### src/rtl/trap_pkg.sv
package trap_pkg;

    localparam int TYPE_W  = 8;
    localparam int WORD_W  = 16;
    localparam int PADDR_W = 20;
    localparam int SLOT_SH = 2;
    localparam int WORD_BYTES = WORD_W / 8;
    localparam int N_FIXED = 5;

    typedef logic [TYPE_W-1:0]  vtype_t;
    typedef logic [WORD_W-1:0]  word_t;
    typedef logic [PADDR_W-1:0] paddr_t;

    typedef enum logic [1:0] {
        SRC_EXC  = 2'd0,
        SRC_NMI  = 2'd1,
        SRC_INTR = 2'd2,
        SRC_STEP = 2'd3
    } src_e;

    typedef enum logic [2:0] {
        ST_IDLE    = 3'd0,
        ST_PUSH_FL = 3'd1,
        ST_PUSH_CS = 3'd2,
        ST_PUSH_IP = 3'd3,
        ST_POP_IP  = 3'd4,
        ST_POP_CS  = 3'd5,
        ST_POP_FL  = 3'd6,
        ST_RET     = 3'd7
    } st_e;

    typedef struct packed {
        logic   take;
        vtype_t vtype;
        src_e   src;
    } pick_t;

    localparam vtype_t T_STEP = 8'd1;
    localparam vtype_t T_NMI  = 8'd2;

    // fixed-type fault/trap sources, index 0 is highest priority
    function automatic vtype_t fixed_type(input int idx);
        case (idx)
            0:       return 8'd0;
            1:       return 8'd6;
            2:       return 8'd7;
            3:       return 8'd3;
            default: return 8'd4;
        endcase
    endfunction

    function automatic paddr_t slot_addr(input vtype_t t);
        paddr_t a;
        a = '0;
        a[SLOT_SH +: TYPE_W] = t;
        return a;
    endfunction

endpackage

### src/rtl/trap_nmi_latch.sv
module trap_nmi_latch (
    input  logic clk,
    input  logic rst,
    input  logic nmi_pin,
    input  logic taken,
    output logic pending
);
    logic prev_q;
    logic edge_seen;

    assign edge_seen = nmi_pin & ~prev_q;

    always_ff @(posedge clk) begin
        if (rst) begin
            prev_q  <= 1'b0;
            pending <= 1'b0;
        end else begin
            prev_q <= nmi_pin;
            if (edge_seen)
                pending <= 1'b1;
            else if (taken)
                pending <= 1'b0;
        end
    end

    // a latched edge stays until it is serviced
    assert_nmi_held_R6: assert property (@(posedge clk) disable iff (rst)
        ($past(pending) && !$past(taken)) |-> pending);

    // a level held high does not re-arm after service
    assert_nmi_once_R6: assert property (@(posedge clk) disable iff (rst)
        ($past(taken) && $past(nmi_pin) && nmi_pin && $past(prev_q)) |=> !pending || $past(edge_seen));

endmodule

### src/rtl/trap_arbiter.sv
module trap_arbiter
    import trap_pkg::*;
(
    input  logic [N_FIXED-1:0] fixed_req,
    input  logic               soft_req,
    input  vtype_t             soft_type,
    input  logic               nmi_pend,
    input  logic               intr_line,
    input  logic               flag_if,
    input  vtype_t             intr_type,
    input  logic               flag_tf,
    output pick_t              pick
);
    logic   exc_any;
    vtype_t exc_type;

    // lowest index wins: walk from the bottom so later writes override
    always_comb begin
        exc_type = soft_type;
        for (int i = N_FIXED - 1; i >= 0; i--) begin
            if (fixed_req[i])
                exc_type = fixed_type(i);
        end
    end

    assign exc_any = (|fixed_req) | soft_req;

    always_comb begin
        pick = '{take: 1'b0, vtype: '0, src: SRC_EXC};
        if (exc_any)
            pick = '{take: 1'b1, vtype: exc_type, src: SRC_EXC};
        else if (nmi_pend)
            pick = '{take: 1'b1, vtype: T_NMI, src: SRC_NMI};
        else if (intr_line && flag_if)
            pick = '{take: 1'b1, vtype: intr_type, src: SRC_INTR};
        else if (flag_tf)
            pick = '{take: 1'b1, vtype: T_STEP, src: SRC_STEP};
    end

    // the maskable source is never chosen with interrupts disabled
    always_comb begin
        assert_intr_masked_R5: assert (!(pick.take && pick.src == SRC_INTR) || flag_if);
    end

endmodule

### src/rtl/trap_frame_seq.sv
module trap_frame_seq
    import trap_pkg::*;
(
    input  logic   clk,
    input  logic   rst,
    input  logic   start_entry,
    input  pick_t  pick,
    input  logic   start_ret,
    input  word_t  cur_flags,
    input  word_t  cur_cs,
    input  word_t  cur_ip,
    input  word_t  cur_sp,
    input  word_t  pop_data,
    output logic   busy,
    output logic   take_valid,
    output vtype_t sel_type,
    output src_e   sel_src,
    output logic   stk_we,
    output logic   stk_re,
    output word_t  stk_addr,
    output word_t  stk_wdata,
    output logic   sp_load,
    output word_t  sp_out,
    output logic   ret_valid,
    output word_t  ret_flags,
    output word_t  ret_cs,
    output word_t  ret_ip
);
    localparam word_t STEP1 = word_t'(WORD_BYTES);
    localparam word_t STEP2 = word_t'(2 * WORD_BYTES);
    localparam word_t STEP3 = word_t'(3 * WORD_BYTES);

    st_e   state;
    word_t fl_q, cs_q, ip_q, sp_q;

    always_ff @(posedge clk) begin
        if (rst) begin
            state    <= ST_IDLE;
            sel_type <= '0;
            sel_src  <= SRC_EXC;
            fl_q     <= '0;
            cs_q     <= '0;
            ip_q     <= '0;
            sp_q     <= '0;
        end else begin
            case (state)
                ST_IDLE: begin
                    if (start_ret) begin
                        state <= ST_POP_IP;
                        sp_q  <= cur_sp;
                    end else if (start_entry) begin
                        state    <= ST_PUSH_FL;
                        sel_type <= pick.vtype;
                        sel_src  <= pick.src;
                        fl_q     <= cur_flags;
                        cs_q     <= cur_cs;
                        ip_q     <= cur_ip;
                        sp_q     <= cur_sp;
                    end
                end
                ST_PUSH_FL: state <= ST_PUSH_CS;
                ST_PUSH_CS: state <= ST_PUSH_IP;
                ST_PUSH_IP: state <= ST_IDLE;
                ST_POP_IP: begin
                    ip_q  <= pop_data;
                    state <= ST_POP_CS;
                end
                ST_POP_CS: begin
                    cs_q  <= pop_data;
                    state <= ST_POP_FL;
                end
                ST_POP_FL: begin
                    fl_q  <= pop_data;
                    state <= ST_RET;
                end
                default: state <= ST_IDLE;
            endcase
        end
    end

    always_comb begin
        stk_we    = 1'b0;
        stk_re    = 1'b0;
        stk_addr  = '0;
        stk_wdata = '0;
        sp_load   = 1'b0;
        sp_out    = '0;
        case (state)
            ST_PUSH_FL: begin
                stk_we = 1'b1; stk_addr = sp_q - STEP1; stk_wdata = fl_q;
            end
            ST_PUSH_CS: begin
                stk_we = 1'b1; stk_addr = sp_q - STEP2; stk_wdata = cs_q;
            end
            ST_PUSH_IP: begin
                stk_we = 1'b1; stk_addr = sp_q - STEP3; stk_wdata = ip_q;
                sp_load = 1'b1; sp_out = sp_q - STEP3;
            end
            ST_POP_IP: begin stk_re = 1'b1; stk_addr = sp_q; end
            ST_POP_CS: begin stk_re = 1'b1; stk_addr = sp_q + STEP1; end
            ST_POP_FL: begin stk_re = 1'b1; stk_addr = sp_q + STEP2; end
            ST_RET: begin
                sp_load = 1'b1; sp_out = sp_q + STEP3;
            end
            default: ;
        endcase
    end

    assign busy       = (state != ST_IDLE);
    assign take_valid = (state == ST_PUSH_FL);
    assign ret_valid  = (state == ST_RET);
    assign ret_flags  = fl_q;
    assign ret_cs     = cs_q;
    assign ret_ip     = ip_q;

    // each further push lands one word below the previous one
    assert_push_step_R8: assert property (@(posedge clk) disable iff (rst)
        (stk_we && !sp_load) |=> (stk_we && stk_addr == $past(stk_addr) - STEP1));

    // each further pop reads one word above the previous one
    assert_pop_step_R11: assert property (@(posedge clk) disable iff (rst)
        ($past(stk_re) && stk_re) |-> (stk_addr == $past(stk_addr) + STEP1));

    // restored state follows a read strobe
    assert_ret_after_pop_R11: assert property (@(posedge clk) disable iff (rst)
        ret_valid |-> $past(stk_re));

    // stack pointer load ends a write run
    assert_sp_after_push_R8: assert property (@(posedge clk) disable iff (rst)
        (sp_load && stk_we) |-> $past(stk_we));

endmodule

### src/rtl/trap_sequencer.sv
module trap_sequencer
    import trap_pkg::*;
(
    input  logic        clk,
    input  logic        rst,
    input  logic        boundary,
    input  logic        req_div,
    input  logic        req_ill,
    input  logic        req_esc,
    input  logic        req_int3,
    input  logic        req_into,
    input  logic        flag_of,
    input  logic        req_soft,
    input  logic [7:0]  soft_type,
    input  logic        nmi_pin,
    input  logic        intr_line,
    input  logic [7:0]  intr_type,
    input  logic        flag_if,
    input  logic        flag_tf,
    input  logic        iret_req,
    input  logic [15:0] cur_flags,
    input  logic [15:0] cur_cs,
    input  logic [15:0] cur_ip,
    input  logic [15:0] cur_sp,
    input  logic [15:0] pop_data,
    output logic        busy,
    output logic        take_valid,
    output logic [7:0]  sel_type,
    output logic [19:0] vec_addr,
    output logic        intr_ack,
    output logic        clr_if,
    output logic        clr_tf,
    output logic        stk_we,
    output logic        stk_re,
    output logic [15:0] stk_addr,
    output logic [15:0] stk_wdata,
    output logic        sp_load,
    output logic [15:0] sp_out,
    output logic        ret_valid,
    output logic [15:0] ret_flags,
    output logic [15:0] ret_cs,
    output logic [15:0] ret_ip
);
    logic [N_FIXED-1:0] fixed_req;
    logic   nmi_pend;
    pick_t  pick;
    logic   start_entry;
    logic   start_ret;
    logic   idle;
    src_e   sel_src;

    // order of this vector is the priority order (bit 0 highest)
    assign fixed_req = {req_into & flag_of, req_int3, req_esc, req_ill, req_div};

    trap_nmi_latch u_nmi (
        .clk     (clk),
        .rst     (rst),
        .nmi_pin (nmi_pin),
        .taken   (start_entry && pick.src == SRC_NMI),
        .pending (nmi_pend)
    );

    trap_arbiter u_arb (
        .fixed_req (fixed_req),
        .soft_req  (req_soft),
        .soft_type (soft_type),
        .nmi_pend  (nmi_pend),
        .intr_line (intr_line),
        .flag_if   (flag_if),
        .intr_type (intr_type),
        .flag_tf   (flag_tf),
        .pick      (pick)
    );

    assign idle        = ~busy;
    assign start_ret   = idle & iret_req;
    assign start_entry = idle & boundary & ~iret_req & pick.take;

    trap_frame_seq u_seq (
        .clk         (clk),
        .rst         (rst),
        .start_entry (start_entry),
        .pick        (pick),
        .start_ret   (start_ret),
        .cur_flags   (cur_flags),
        .cur_cs      (cur_cs),
        .cur_ip      (cur_ip),
        .cur_sp      (cur_sp),
        .pop_data    (pop_data),
        .busy        (busy),
        .take_valid  (take_valid),
        .sel_type    (sel_type),
        .sel_src     (sel_src),
        .stk_we      (stk_we),
        .stk_re      (stk_re),
        .stk_addr    (stk_addr),
        .stk_wdata   (stk_wdata),
        .sp_load     (sp_load),
        .sp_out      (sp_out),
        .ret_valid   (ret_valid),
        .ret_flags   (ret_flags),
        .ret_cs      (ret_cs),
        .ret_ip      (ret_ip)
    );

    assign vec_addr = slot_addr(sel_type);
    assign clr_if   = take_valid;
    assign clr_tf   = take_valid;
    assign intr_ack = take_valid & (sel_src == SRC_INTR);

    // acknowledge only for an entry accepted with interrupts enabled
    assert_ack_enabled_R5: assert property (@(posedge clk) disable iff (rst)
        intr_ack |-> ($past(flag_if) && $past(intr_line)));

    // a new entry starts only from idle at a boundary
    assert_entry_gated_R10: assert property (@(posedge clk) disable iff (rst)
        take_valid |-> (!$past(busy) && $past(boundary)));

    // a return beats a simultaneous boundary
    assert_ret_wins_R11: assert property (@(posedge clk) disable iff (rst)
        ($past(iret_req) && !$past(busy)) |-> (stk_re && !take_valid));

    // overflow check alone never enters without the flag
    assert_into_needs_of_R4: assert property (@(posedge clk) disable iff (rst)
        (take_valid && sel_type == 8'd4 && $past(req_into) && !$past(req_soft)
         && !$past(req_div) && !$past(req_ill) && !$past(req_esc) && !$past(req_int3))
        |-> $past(flag_of));

endmodule

### config.mk
export PLATFORM = sky130hd
export DESIGN_NAME = trap_sequencer
export DESIGN_NICKNAME = d
export VERILOG_FILES = /design/src/rtl/trap_pkg.sv /design/src/rtl/trap_nmi_latch.sv /design/src/rtl/trap_arbiter.sv /design/src/rtl/trap_frame_seq.sv /design/src/rtl/trap_sequencer.sv
export SDC_FILE = /design/constraint.sdc
export NUM_CORES = 1
export LEC_CHECK = 0
export BUFFER_PORTS_ARGS = -buffer_cell sky130_fd_sc_hd__buf_2
export CELL_PAD_IN_SITES_DETAIL_PLACEMENT = 1
export CELL_PAD_IN_SITES_GLOBAL_PLACEMENT = 1
export CORE_MARGIN = 10
export CORE_UTILIZATION = 35
export CTS_BUF_LIST = sky130_fd_sc_hd__clkbuf_4 sky130_fd_sc_hd__clkbuf_8 sky130_fd_sc_hd__clkbuf_16
export DETAILED_ROUTE_END_ITERATION = 16
export GPL_TIMING_DRIVEN = 0
export PLACE_DENSITY_LB_ADDON = 0.15
export SYNTH_ARGS = -nofsm -noshare
export SYNTH_HDL_FRONTEND = slang
export SYNTH_SLANG_ARGS = --single-unit
### constraint.sdc
create_clock -name clk -period 5.4 [get_ports clk]
set_clock_uncertainty 0.15 [all_clocks]
set_input_delay 0.54 -clock clk [delete_from_list [all_inputs] [get_ports clk]]
set_output_delay 0.54 -clock clk [all_outputs]
set_load 0.01 [all_outputs]
==> run metrics <==
status finished clean; Seq cells post-synth 79; cells after synthesis 895; number of distinct library cells after synthesis 65; die height 156 um; Inst Count DP 1365; Post-synth EDFFs 0; clk_lat worst skew 0.36 ns; unrepaired setup endpoints after global routing false; antenna cells 0; commonest register cell after synthesis dfxtp_1; H-tree Lvls 3; Critical Path AT 4.38 ns; 1st-iter DRT viols 590; drt total wl 30.1 mm; final worst-path cycle share 0.939; Final setup viols 0; Setup WS post-layout 0.329 ns; Initial DRT Pass Iterations 5; Vias 7893; Slowest cell on crit path a221oi_1; Synth Warn # 0; Worst-Margin Slew 1.05 ns; Post-CTS Resized 2; chip width 156 um; critical path cell sequence ha_1, clkbuf_1, nand2_1, clkbuf_4, fa_1, a21o_1, a221oi_1, nor2_1, xor2_1, a221oi_1, a21oi_1, buf_2; syn_area_per_cell 7.21 sq um; Critical Path Sink Type output pin; Layout Nets 1295; row cnt 49; Layout area overhead 27.2%; num ports 244; CTS clk-pin slew, worst paths 0.07 ns; Wirelength per Cell 21.8 um; R2R cell count 7; Worst EP required 4.71 ns; initial core utilization 0.358; fillers 2415; critical path fanouts, max 25; final slew viol count 0; Async SR Flop Fraction 0; fin cells 1380; number of global-route vias before repair 7868; Placer Congestion 0.908; CTS root buf clkbuf_16; die area 24300 sq um; Final HPWL DP 24.0 mm; LEAKAGE 3.80 nW; relative slew slack 0.300; setup TNS 0 ns; hold path depth 3; Seq/Total Area, Yosys 0.245; gr usage total 0.237; cts hold-fix bufs 0; synthesized area 6460 sq um; CTS tree yes; drc violations 0; vias per inst 5.72; area of the multi-input gates 4410 sq um; startpoint class of the critical path flop; worst hold path class primary input to flop; Hold WS 0.271 ns; Power Density 582 nW/um^2; pre-CTS setup slack 0.132 ns; final hold vios 0; post-layout min period 5.07 ns; Num CTS Buffers 9; share of cells above drive strength 1 0.262; peak supply drop 0.000262 V; port buffer count 230; CP dominant cell by count a221oi_1; Reg area 1580 sq um; total design power 0.00478 W; core footprint 18000 sq um; remaining global-route overflow 0; post-route ant nets 0; first-pass GRT wire length 46.1 mm; Fmax 0.197 GHz; initial antenna violation count 0; CTS Sinks 79; largest net degree at the start of global routing 26; clock tree buffer depth 2; MaxCap Viol Count 0; crit-path max cell delay 0.49 ns; critical path class flop to output pin; Post-CTS Setup Bufs 0
[where the power goes]
| group | switching (W) | total [W] | internal [W] |
|---|---|---|---|
| Clock | 0.000280 | 0.000593 | 0.000313 |
| Combinational | 0.00202 | 0.00320 | 0.00118 |
| Sequential | 0.000205 | 0.000986 | 0.000781 |
| Total | 0.00251 | 0.00478 | 0.00227 |
[cells by family (layout without fill, tap and decap cells)]
group / after synthesis / count (layout) / synth area share
xor gates and xnor gates: 36 / 36 / 0.0488
AOI/OAI and AO/OA: 243 / 243 / 0.271
and+or+nand+nor: 394 / 394 / 0.278
muxes: 3 / 3 / 0.00484
DFF: 79 / 79 / 0.245
buffers and inverters: 102 / 347 / 0.0777
adders and majority gates: 37 / 37 / 0.0740
other: 1 / 12 / 0.000581
[path summary, 6_finish.rpt]
kind,start,slack (ns),end
hold reg to reg,u_seq.sp_q[0],0.30,u_seq.sp_q[0]
setup / recovery,u_seq.state[0],0.33,stk_addr[9]
setup reg to reg,u_seq.state[0],2.83,u_seq.ret_cs[3]
hold / removal,cur_sp[0],0.27,u_seq.sp_q[0]
[layout make-up]
type,count,area share
inverter,14,0.00640
tap,229,0.0349
timing repair buffer,230,0.140
buffer,88,0.0553
multi-input combinational,725,0.538
clock buffer,9,0.0274
sequential,79,0.193
clock inverter,6,0.00564
[critical path, delay by kind of cell (launching register included)]
| kind | cells | cell delay (ns) |
|---|---|---|
| compound gates | 4 | 1.20 |
| buf+inv | 3 | 0.98 |
| simple gates | 2 | 0.54 |
| xor+xnor | 1 | 0.20 |
| fa+ha+maj | 2 | 0.65 |
| flops | 1 | 0.42 |
[flip-flops by register name (all words and copies together) (netlist names)]
register         flops
u_seq.ret_ip        16
u_seq.sel_src        2
u_seq.ret_cs        16
u_nmi.prev_q         1
u_seq.state          3
u_nmi.pending        1
u_seq.ret_flags     16
u_seq.sp_q          16
u_seq.sel_type       8
[routing by layer]
metal,track usage,up-vias,part of all wire
met3,0.0554,34,0.071
met4,0.0575,0,0.017
met1,0.282,3824,0.41
li1,-,3742,-
met5,0,-,0
met2,0.419,293,0.50
[stage by stage]
stage	utilization	area (sq um)
after floorplan	-	6500
after global placement	0.440	7940
after detailed placement	0.440	7940
after CTS	0.455	8210
after global routing	0.456	8210
final	0.456	8210
[placed cells by master, fill, tap and decap left out, types with 17 or more instances in the layout]
cell | Yosys | final
buf_2 | 12 | 242
nand2_1 | 172 | 172
nor2_1 | 90 | 90
dfxtp_1 | 79 | 79
a21oi_1 | 60 | 60
a311oi_1 | 50 | 50
nand3_1 | 49 | 49
clkbuf_1 | 46 | 44
ha_1 | 35 | 35
o21ai_0 | 28 | 28
buf_4 | 27 | 27
a22oi_1 | 23 | 23
xnor2_1 | 18 | 18
xor2_1 | 18 | 18
nor3_1 | 17 | 17
[cells in the mapped netlist, types with 7 or more instances]
cell,n,share of area
nand2_1,172,0.10
nor2_1,90,0.052
dfxtp_1,79,0.24
a21oi_1,60,0.047
a311oi_1,50,0.068
nand3_1,49,0.038
clkbuf_1,46,0.027
ha_1,35,0.068
o21ai_0,28,0.022
buf_4,27,0.031
a22oi_1,23,0.027
xnor2_1,18,0.024
xor2_1,18,0.024
nor3_1,17,0.013
inv_1,14,0.0081
buf_2,12,0.0093
a21o_1,10,0.012
o21a_1,9,0.010
a211oi_1,8,0.0093
nand2b_1,8,0.0078
or3_1,8,0.0078
a221oi_1,7,0.0095
and3_1,7,0.0068
nand4_1,7,0.0068
Note: power is estimated with default switching activity, not from simulation.
